**config.mk**
```make
export PLATFORM = sky130hd
export DESIGN_NAME = dma_irq_status
export DESIGN_NICKNAME = d
export VERILOG_FILES = /design/src/rtl/dma_stat_pkg.sv /design/src/rtl/dma_stat_wm.sv /design/src/rtl/dma_stat_chan.sv /design/src/rtl/dma_irq_status.sv
export SDC_FILE = /design/constraint.sdc
export NUM_CORES = 1
export LEC_CHECK = 0
export ABC_AREA = 1
export BUFFER_PORTS_ARGS = -buffer_cell sky130_fd_sc_hd__buf_2
export CORE_MARGIN = 10
export CORE_UTILIZATION = 41
export DETAILED_ROUTE_END_ITERATION = 10
export GPL_TIMING_DRIVEN = 0
export PLACE_DENSITY = 0.82
export SYNTH_ARGS = -nofsm -noshare
export SYNTH_HDL_FRONTEND = slang
export SYNTH_SLANG_ARGS = --single-unit
```
**constraint.sdc**
```tcl
create_clock -name clk -period 1.6 [get_ports clk]
set_input_delay 0.32 -clock clk [delete_from_list [all_inputs] [get_ports clk]]
set_output_delay 0.32 -clock clk [all_outputs]
set_load 0.03 [all_outputs]
```
**src/rtl/dma_stat_pkg.sv**
```systemverilog
package dma_stat_pkg;

    localparam int GRP_W = 8;

    // Live (unlatched) positions inside one channel group
    localparam logic [GRP_W-1:0] LIVE_MASK = 8'b0011_0000;

    typedef enum logic {
        CH_RX = 1'b0,
        CH_TX = 1'b1
    } ch_kind_e;

    // One channel group, MSB first so cnt_hit lands on bit 0
    typedef struct packed {
        logic aux_fault;
        logic rd_err;
        logic below_lo;
        logic below_hi;
        logic desc_irq;
        logic pkt_done;
        logic tmr_hit;
        logic cnt_hit;
    } grp_t;

    // Event pulses arriving from one engine in one cycle
    typedef struct packed {
        logic cnt_hit;
        logic tmr_hit;
        logic pkt_done;
        logic desc_irq;
        logic rd_err;
        logic aux_fault;
    } ev_t;

    function automatic ch_kind_e kind_of(input int idx, input int nrx);
        return (idx < nrx) ? CH_RX : CH_TX;
    endfunction

    function automatic logic [GRP_W*32-1:0] latch_mask_of(input int nch);
        logic [GRP_W*32-1:0] m;
        m = '0;
        for (int c = 0; c < nch; c++) begin
            m[c*GRP_W +: GRP_W] = ~LIVE_MASK;
        end
        return m;
    endfunction

endpackage

```
**src/rtl/dma_stat_wm.sv**
```systemverilog
module dma_stat_wm #(
    parameter int DW = 8
) (
    input  logic [DW-1:0] cnt,
    input  logic [DW-1:0] hi,
    input  logic [DW-1:0] lo,
    output logic          below_hi,
    output logic          below_lo
);
    // Live comparison only, never stored
    always_comb begin
        below_hi = (cnt < hi);
        below_lo = (cnt < lo);
    end
endmodule

```
**src/rtl/dma_stat_chan.sv**
```systemverilog
module dma_stat_chan
    import dma_stat_pkg::*;
#(
    parameter ch_kind_e KIND = CH_RX
) (
    input  logic clk,
    input  logic rst,
    input  logic rd_clr,
    input  logic chan_en,
    input  ev_t  ev,
    output grp_t flags,
    output logic halt
);
    grp_t lat_q;
    grp_t lat_d;
    logic halt_q;
    logic halt_d;
    logic stop_req;

    // Which faults stop the channel depends on its direction
    generate
        if (KIND == CH_TX) begin : g_tx_stop
            assign stop_req = ev.rd_err | ev.aux_fault;
        end else begin : g_rx_stop
            assign stop_req = ev.rd_err;
        end
    endgenerate

    // Read clears first, then new pulses are merged so none is lost
    always_comb begin
        lat_d           = rd_clr ? '0 : lat_q;
        lat_d.cnt_hit   = lat_d.cnt_hit   | ev.cnt_hit;
        lat_d.tmr_hit   = lat_d.tmr_hit   | ev.tmr_hit;
        lat_d.pkt_done  = lat_d.pkt_done  | ev.pkt_done;
        lat_d.desc_irq  = lat_d.desc_irq  | ev.desc_irq;
        lat_d.rd_err    = lat_d.rd_err    | ev.rd_err;
        lat_d.aux_fault = lat_d.aux_fault | ev.aux_fault;
        lat_d.below_hi  = 1'b0;
        lat_d.below_lo  = 1'b0;
    end

    // Sticky halt: only a disable releases it
    always_comb begin
        if (!chan_en) begin
            halt_d = 1'b0;
        end else if (stop_req) begin
            halt_d = 1'b1;
        end else begin
            halt_d = halt_q;
        end
    end

    always_ff @(posedge clk) begin
        if (rst) begin
            lat_q  <= '0;
            halt_q <= 1'b0;
        end else begin
            lat_q  <= lat_d;
            halt_q <= halt_d;
        end
    end

    assign flags = lat_q;
    assign halt  = halt_q;
endmodule

```
**src/rtl/dma_irq_status.sv**
```systemverilog
module dma_irq_status
    import dma_stat_pkg::*;
#(
    parameter int NRX = 2,
    parameter int NTX = 2,
    parameter int DW  = 8,
    localparam int NCH = NRX + NTX,
    localparam int SW  = NCH * GRP_W
) (
    input  logic              clk,
    input  logic              rst,
    input  logic              rd_stb,
    input  logic [NCH-1:0]    ev_cnt,
    input  logic [NCH-1:0]    ev_tmr,
    input  logic [NCH-1:0]    ev_pkt,
    input  logic [NCH-1:0]    ev_dsc,
    input  logic [NCH-1:0]    ev_err,
    input  logic [NCH-1:0]    ev_aux,
    input  logic [NCH-1:0]    chan_en,
    input  logic [NCH*DW-1:0] desc_cnt,
    input  logic [NCH*DW-1:0] hi_mark,
    input  logic [NCH*DW-1:0] lo_mark,
    input  logic [SW-1:0]     irq_mask,
    output logic [SW-1:0]     stat_q,
    output logic [NCH-1:0]    halted,
    output logic              irq
);
    logic [SW-1:0] lat_vec;

    generate
        for (genvar c = 0; c < NCH; c++) begin : g_ch
            ev_t  ev;
            grp_t flags;
            grp_t word;
            logic b_hi;
            logic b_lo;

            assign ev = '{cnt_hit:   ev_cnt[c],
                          tmr_hit:   ev_tmr[c],
                          pkt_done:  ev_pkt[c],
                          desc_irq:  ev_dsc[c],
                          rd_err:    ev_err[c],
                          aux_fault: ev_aux[c]};

            dma_stat_chan #(
                .KIND(kind_of(c, NRX))
            ) u_chan (
                .clk     (clk),
                .rst     (rst),
                .rd_clr  (rd_stb),
                .chan_en (chan_en[c]),
                .ev      (ev),
                .flags   (flags),
                .halt    (halted[c])
            );

            dma_stat_wm #(
                .DW(DW)
            ) u_wm (
                .cnt      (desc_cnt[c*DW +: DW]),
                .hi       (hi_mark[c*DW +: DW]),
                .lo       (lo_mark[c*DW +: DW]),
                .below_hi (b_hi),
                .below_lo (b_lo)
            );

            always_comb begin
                word          = flags;
                word.below_hi = b_hi;
                word.below_lo = b_lo;
            end

            assign stat_q[c*GRP_W +: GRP_W]  = word;
            assign lat_vec[c*GRP_W +: GRP_W] = flags & ~LIVE_MASK;
        end
    endgenerate

    assign irq = |(lat_vec & irq_mask);
endmodule

```
# Word-level counts from Yosys, hierarchy flattened
# Cells that the tools add are included.
# classes
order_cmp	8
mux	4
bitwise_logic	31
reduce_logical	5
# op_table
operator	n
< comparator 8 bit	8
AND 32 bit	1
two-way mux 8 bit	4
OR reduction 32 bit	1
OR 1 bit	26
OR reduction 2 bit	4
inverter 1 bit	4
# totals
register_bits	28
inputBits	159
out_inout_bits	37
wordCells	76

# Depth between registers and ports, before layout
# logic_depth
word_depth	2
ltp_mapped	8
mapped_depth_nobuf	7

# Modules after synthesis
# From an unflattened synthesis, not the netlist that was laid out.
# hier_totals
cells_unflattened	423
area_unflattened_um2	2721.4
# modules_own_cells
module	n_inst	cells_per_inst	area_per_inst_um2	seq_area_each_um2
dma_stat_wm	4	61	371.6	0.0
dma_stat_chan at g_ch[2].u_chan ...	2	33	257.7	140.1
dma_stat_chan at g_ch[0].u_chan ...	2	31	246.5	140.1
dma_irq_status	1	51	226.5	0.0

# Worst setup path after synthesis
# OpenSTA, ideal clock, no wires.
# synth_path
path_type	input -> output
startpoint	input port hi_mark[15]
endpoint	output port stat_q[12]
t_arrival_ns	1.094
required_time_ns	1.280
setup_slack_ns	0.186
cell_stages	6
path_cell_list	inv_1 ha_1 a21oi_1 o21ai_0 a21oi_2 buf_4
# synth_between
elab_chain_len	1
# synth_rtl
element	line	rtl
from (decl)	dma_irq_status.sv:21	input logic [NCH*DW-1:0] hi_mark,
< comparator 8 bit	dma_stat_wm.sv:12	below_hi = (cnt < hi);
to (decl)	dma_irq_status.sv:24	output logic [SW-1:0] stat_q,
# Every way passes these cells.

# Final worst setup path
# layout_path
startpoint	input port desc_cnt[17]
endpoint	output port stat_q[21]
# layout_between
elab_chain_len	1
# layout_rtl
element	line	rtl
from (decl)	dma_irq_status.sv:20	input logic [NCH*DW-1:0] desc_cnt,
< comparator 8 bit	dma_stat_wm.sv:13	below_lo = (cnt < lo);
# Every way passes these cells.

==> impl_metrics.ini <==
[status]
status = finished with violations
violations = negative setup slack

[setup_path]
cp_common_cell = nand2_1
worstPathCellList = buf_4 -> ha_1 -> nand2_1 -> nand2_1 -> nand2_1 -> nand2_1 -> a21oi_2 -> buf_6
end_kind = output port
cp.arrival_ns = 1.28
path_class = in2out
start_kind = input pin
crit_family = adder cells
cpPeakStageDelay_ns = 0.30
cp_slowest_cell = ha_1
crit_required_ns = 1.28
worst-path-buf-inv = 2
path_max_fanout = 2

[sta]
post-route-period-util = 1.00
tightest_slew_ns = 0.192
setup_slack_ns = -0.00285
fmaxAchievable_ghz = 0.624
rsz0062_at_grt = yes
relSlewSlack = 0.871
hold_viol = 0
fin_crit_ns = 1.60
maxSlewViolCount = 0
setup_violations = 1
fin_skew_ns = 0

[drt]
wl_met1_mm = 3.66
dr_total_vias = 3110
drtAntennaViolNets = 0
drt-total-wl_mm = 10.6
route.met3.wl_mm = 1.03
dr.first_iter.drc_count = 52
highest_layer = met4
viasPerCell = 4.89
met2_length_mm = 5.59
wl_per_cell_um = 16.6
drc = 0
first_pass_iters = 4

[place]
gp_congestion = 0.833
numPortBuffers = 186
place_hpwl_mm = 8.07
placed_area_sq_um = 3630

[power_and_ir_drop]
power_mw = 2.27
power-per-cell-area_nw_per_um2 = 542
ir_drop_v = 0.000443
power_leakage_nw = 2.32

[yosys]
yosysUniqueCellTypes = 15
yosysTopAreaCell = ha_1
synthTopCellsByArea = ha_1 27%, dfxtp_1 22%, nand2_1 13%
netlist_area_sq_um = 2600
synthTopCellsByCount = 88 x nand2_1, 76 x inv_1, 56 x ha_1
yosysWarnings = 0
netlist_instances = 380
synth_most_common_cell = nand2_1
synth_seq_cells = 28
seq_area_frac_synth = 0.215
yosysTopAreaCellShare = 0.269
synthFlopType = dfxtp_1
synth.net_count = 595
async_reset_ff_frac = 0
synth_enable_flop_cells = 0
syn-mean-instance-area_sq_um = 6.86

[global_route]
grt_pass1_wl_mm = 14.8
grt_overflow = 0
grt_use_total = 0.177
grt_max_degree = 15
grt_pass1_vias = 3300
antenna_found_initial = 0

[final_layout]
fill_cells = 474
layout.nets = 778
antenna_cells = 0
seq_area_sq_um = 562
multi_input_area_sq_um = 2120
fin_area_sq_um = 4180
area_growth_pct = 60.6
drive_gt1_frac = 0.496

[floorplan]
die-area_sq_um = 9940
row_count = 28
core_sq_um = 6060
die_x_um = 99.7
start_util = 0.430
die_y_um = 99.7
ios = 196

[clock_tree]
clk_latency_ns = 0.26
post_cts_buffers = 0
cts.sinks = 28
numCtsBuffers = 3
cts_buffer_depth = 2
clk_pin_slew_ns = 0.09
cts_tree = built
htree_levels = 1
cts_root_buffer = clkbuf_8

[job]
maxCapViolations = 0

[worst_hold_path]
hold_path.class = in2reg
## power by group
part           total, mW  switching [mW]  internal [mW]
Combinational       1.12           0.609          0.512
Clock              0.370           0.202          0.169
Sequential         0.778          0.0356          0.742
## cells by family (layout without fill, tap and decap cells)
logic type                 Yosys count  count (layout)  synth area share
and+or+nand+nor                    136             136             0.206
buffers and inverters               94             275             0.167
AOI/OAI and AO/OA                   66              66             0.143
adders and majority gates           56              56             0.269
DFF                                 28              28             0.215
## path summary, 6_finish.rpt
path | from | endpoint | slack, ns | cells past startpoint
hold reg to reg | g_ch[3].u_chan.flags[6]$_SDFF_PP0_ | g_ch[3].u_chan.flags[6]$_SDFF_PP0_ | 0.51 | 2
setup / recovery | desc_cnt[17] | stat_q[21] | -0.003 | 8
setup reg to reg | g_ch[1].u_chan.halt$_SDFFE_PP0P_ | g_ch[1].u_chan.halt$_SDFFE_PP0P_ | 0.93 | 2
hold / removal | ev_tmr[2] | g_ch[2].u_chan.flags[1]$_SDFF_PP0_ | 0.25 | 3
## state kept, by name, summed over array words and instances (netlist names)
name,flops
g_ch.u_chan.flags,24
g_ch.u_chan.halt,4
## per-stage QoR
step                       util  setup slack (ns)  std cells  hold WS [ns]   TNS, ns
after floorplan               -             0.186        380         0.431         0
after global placement    0.599            -0.126        641         0.489    -0.779
after detailed placement  0.599            -0.145        641         0.497    -0.964
after CTS                 0.645           -0.0279        641         0.248   -0.0656
after global routing      0.690           -0.0537        636         0.257    -0.173
final                     0.690          -0.00285        636         0.253  -0.00285
## routing by layer
layer,up-vias,GRT usage
li1,1558,-
met1,1376,0.167
met2,152,0.341
met3,24,0.0699
met4,0,0.0507
met5,-,0
## placed cells by master, fill, tap and decap left out, types with 3 or more instances in the layout
cell type | synthesis | layout
buf_4 | 12 | 9
buf_6 | 5 | 13
nor2_1 | 37 | 37
nand2_1 | 88 | 79
nand2_2 | 0 | 9
ha_4 | 0 | 33
inv_1 | 76 | 68
buf_2 | 0 | 172
o21ai_1 | 0 | 8
a21oi_2 | 11 | 27
inv_2 | 1 | 9
nand4_1 | 6 | 6
ha_1 | 56 | 23
clkbuf_8 | 0 | 3
dfxtp_1 | 28 | 27
a21oi_1 | 45 | 28
## timing repair
action / in CTS / in global routing
cloned: 0 / 0
gates resized for setup: 47 / 53
hold endpoints to repair: 0 / 0
hold buffers: 0 / 0
endpoints found under the setup margin: 8 / 9
pin swaps: 17 / 20
## area by class of cell
class                           count  area share
Clock buffer                        3     0.00987
Buffer                              9      0.0206
Tap cell                           75      0.0224
Timing Repair Buffer              186       0.238
Sequential cell                    28       0.134
Multi-Input combinational cell    258       0.506
Inverter                           77      0.0691
## worst reg2reg max path: cells and delay by family (launching register included)
| kind | cells | cell delay (ns) |
|---|---|---|
| compound gates | 1 | 0.18 |
| flops | 1 | 0.32 |
| simple gates | 1 | 0.07 |
Note: power is estimated with default switching activity, not from simulation.
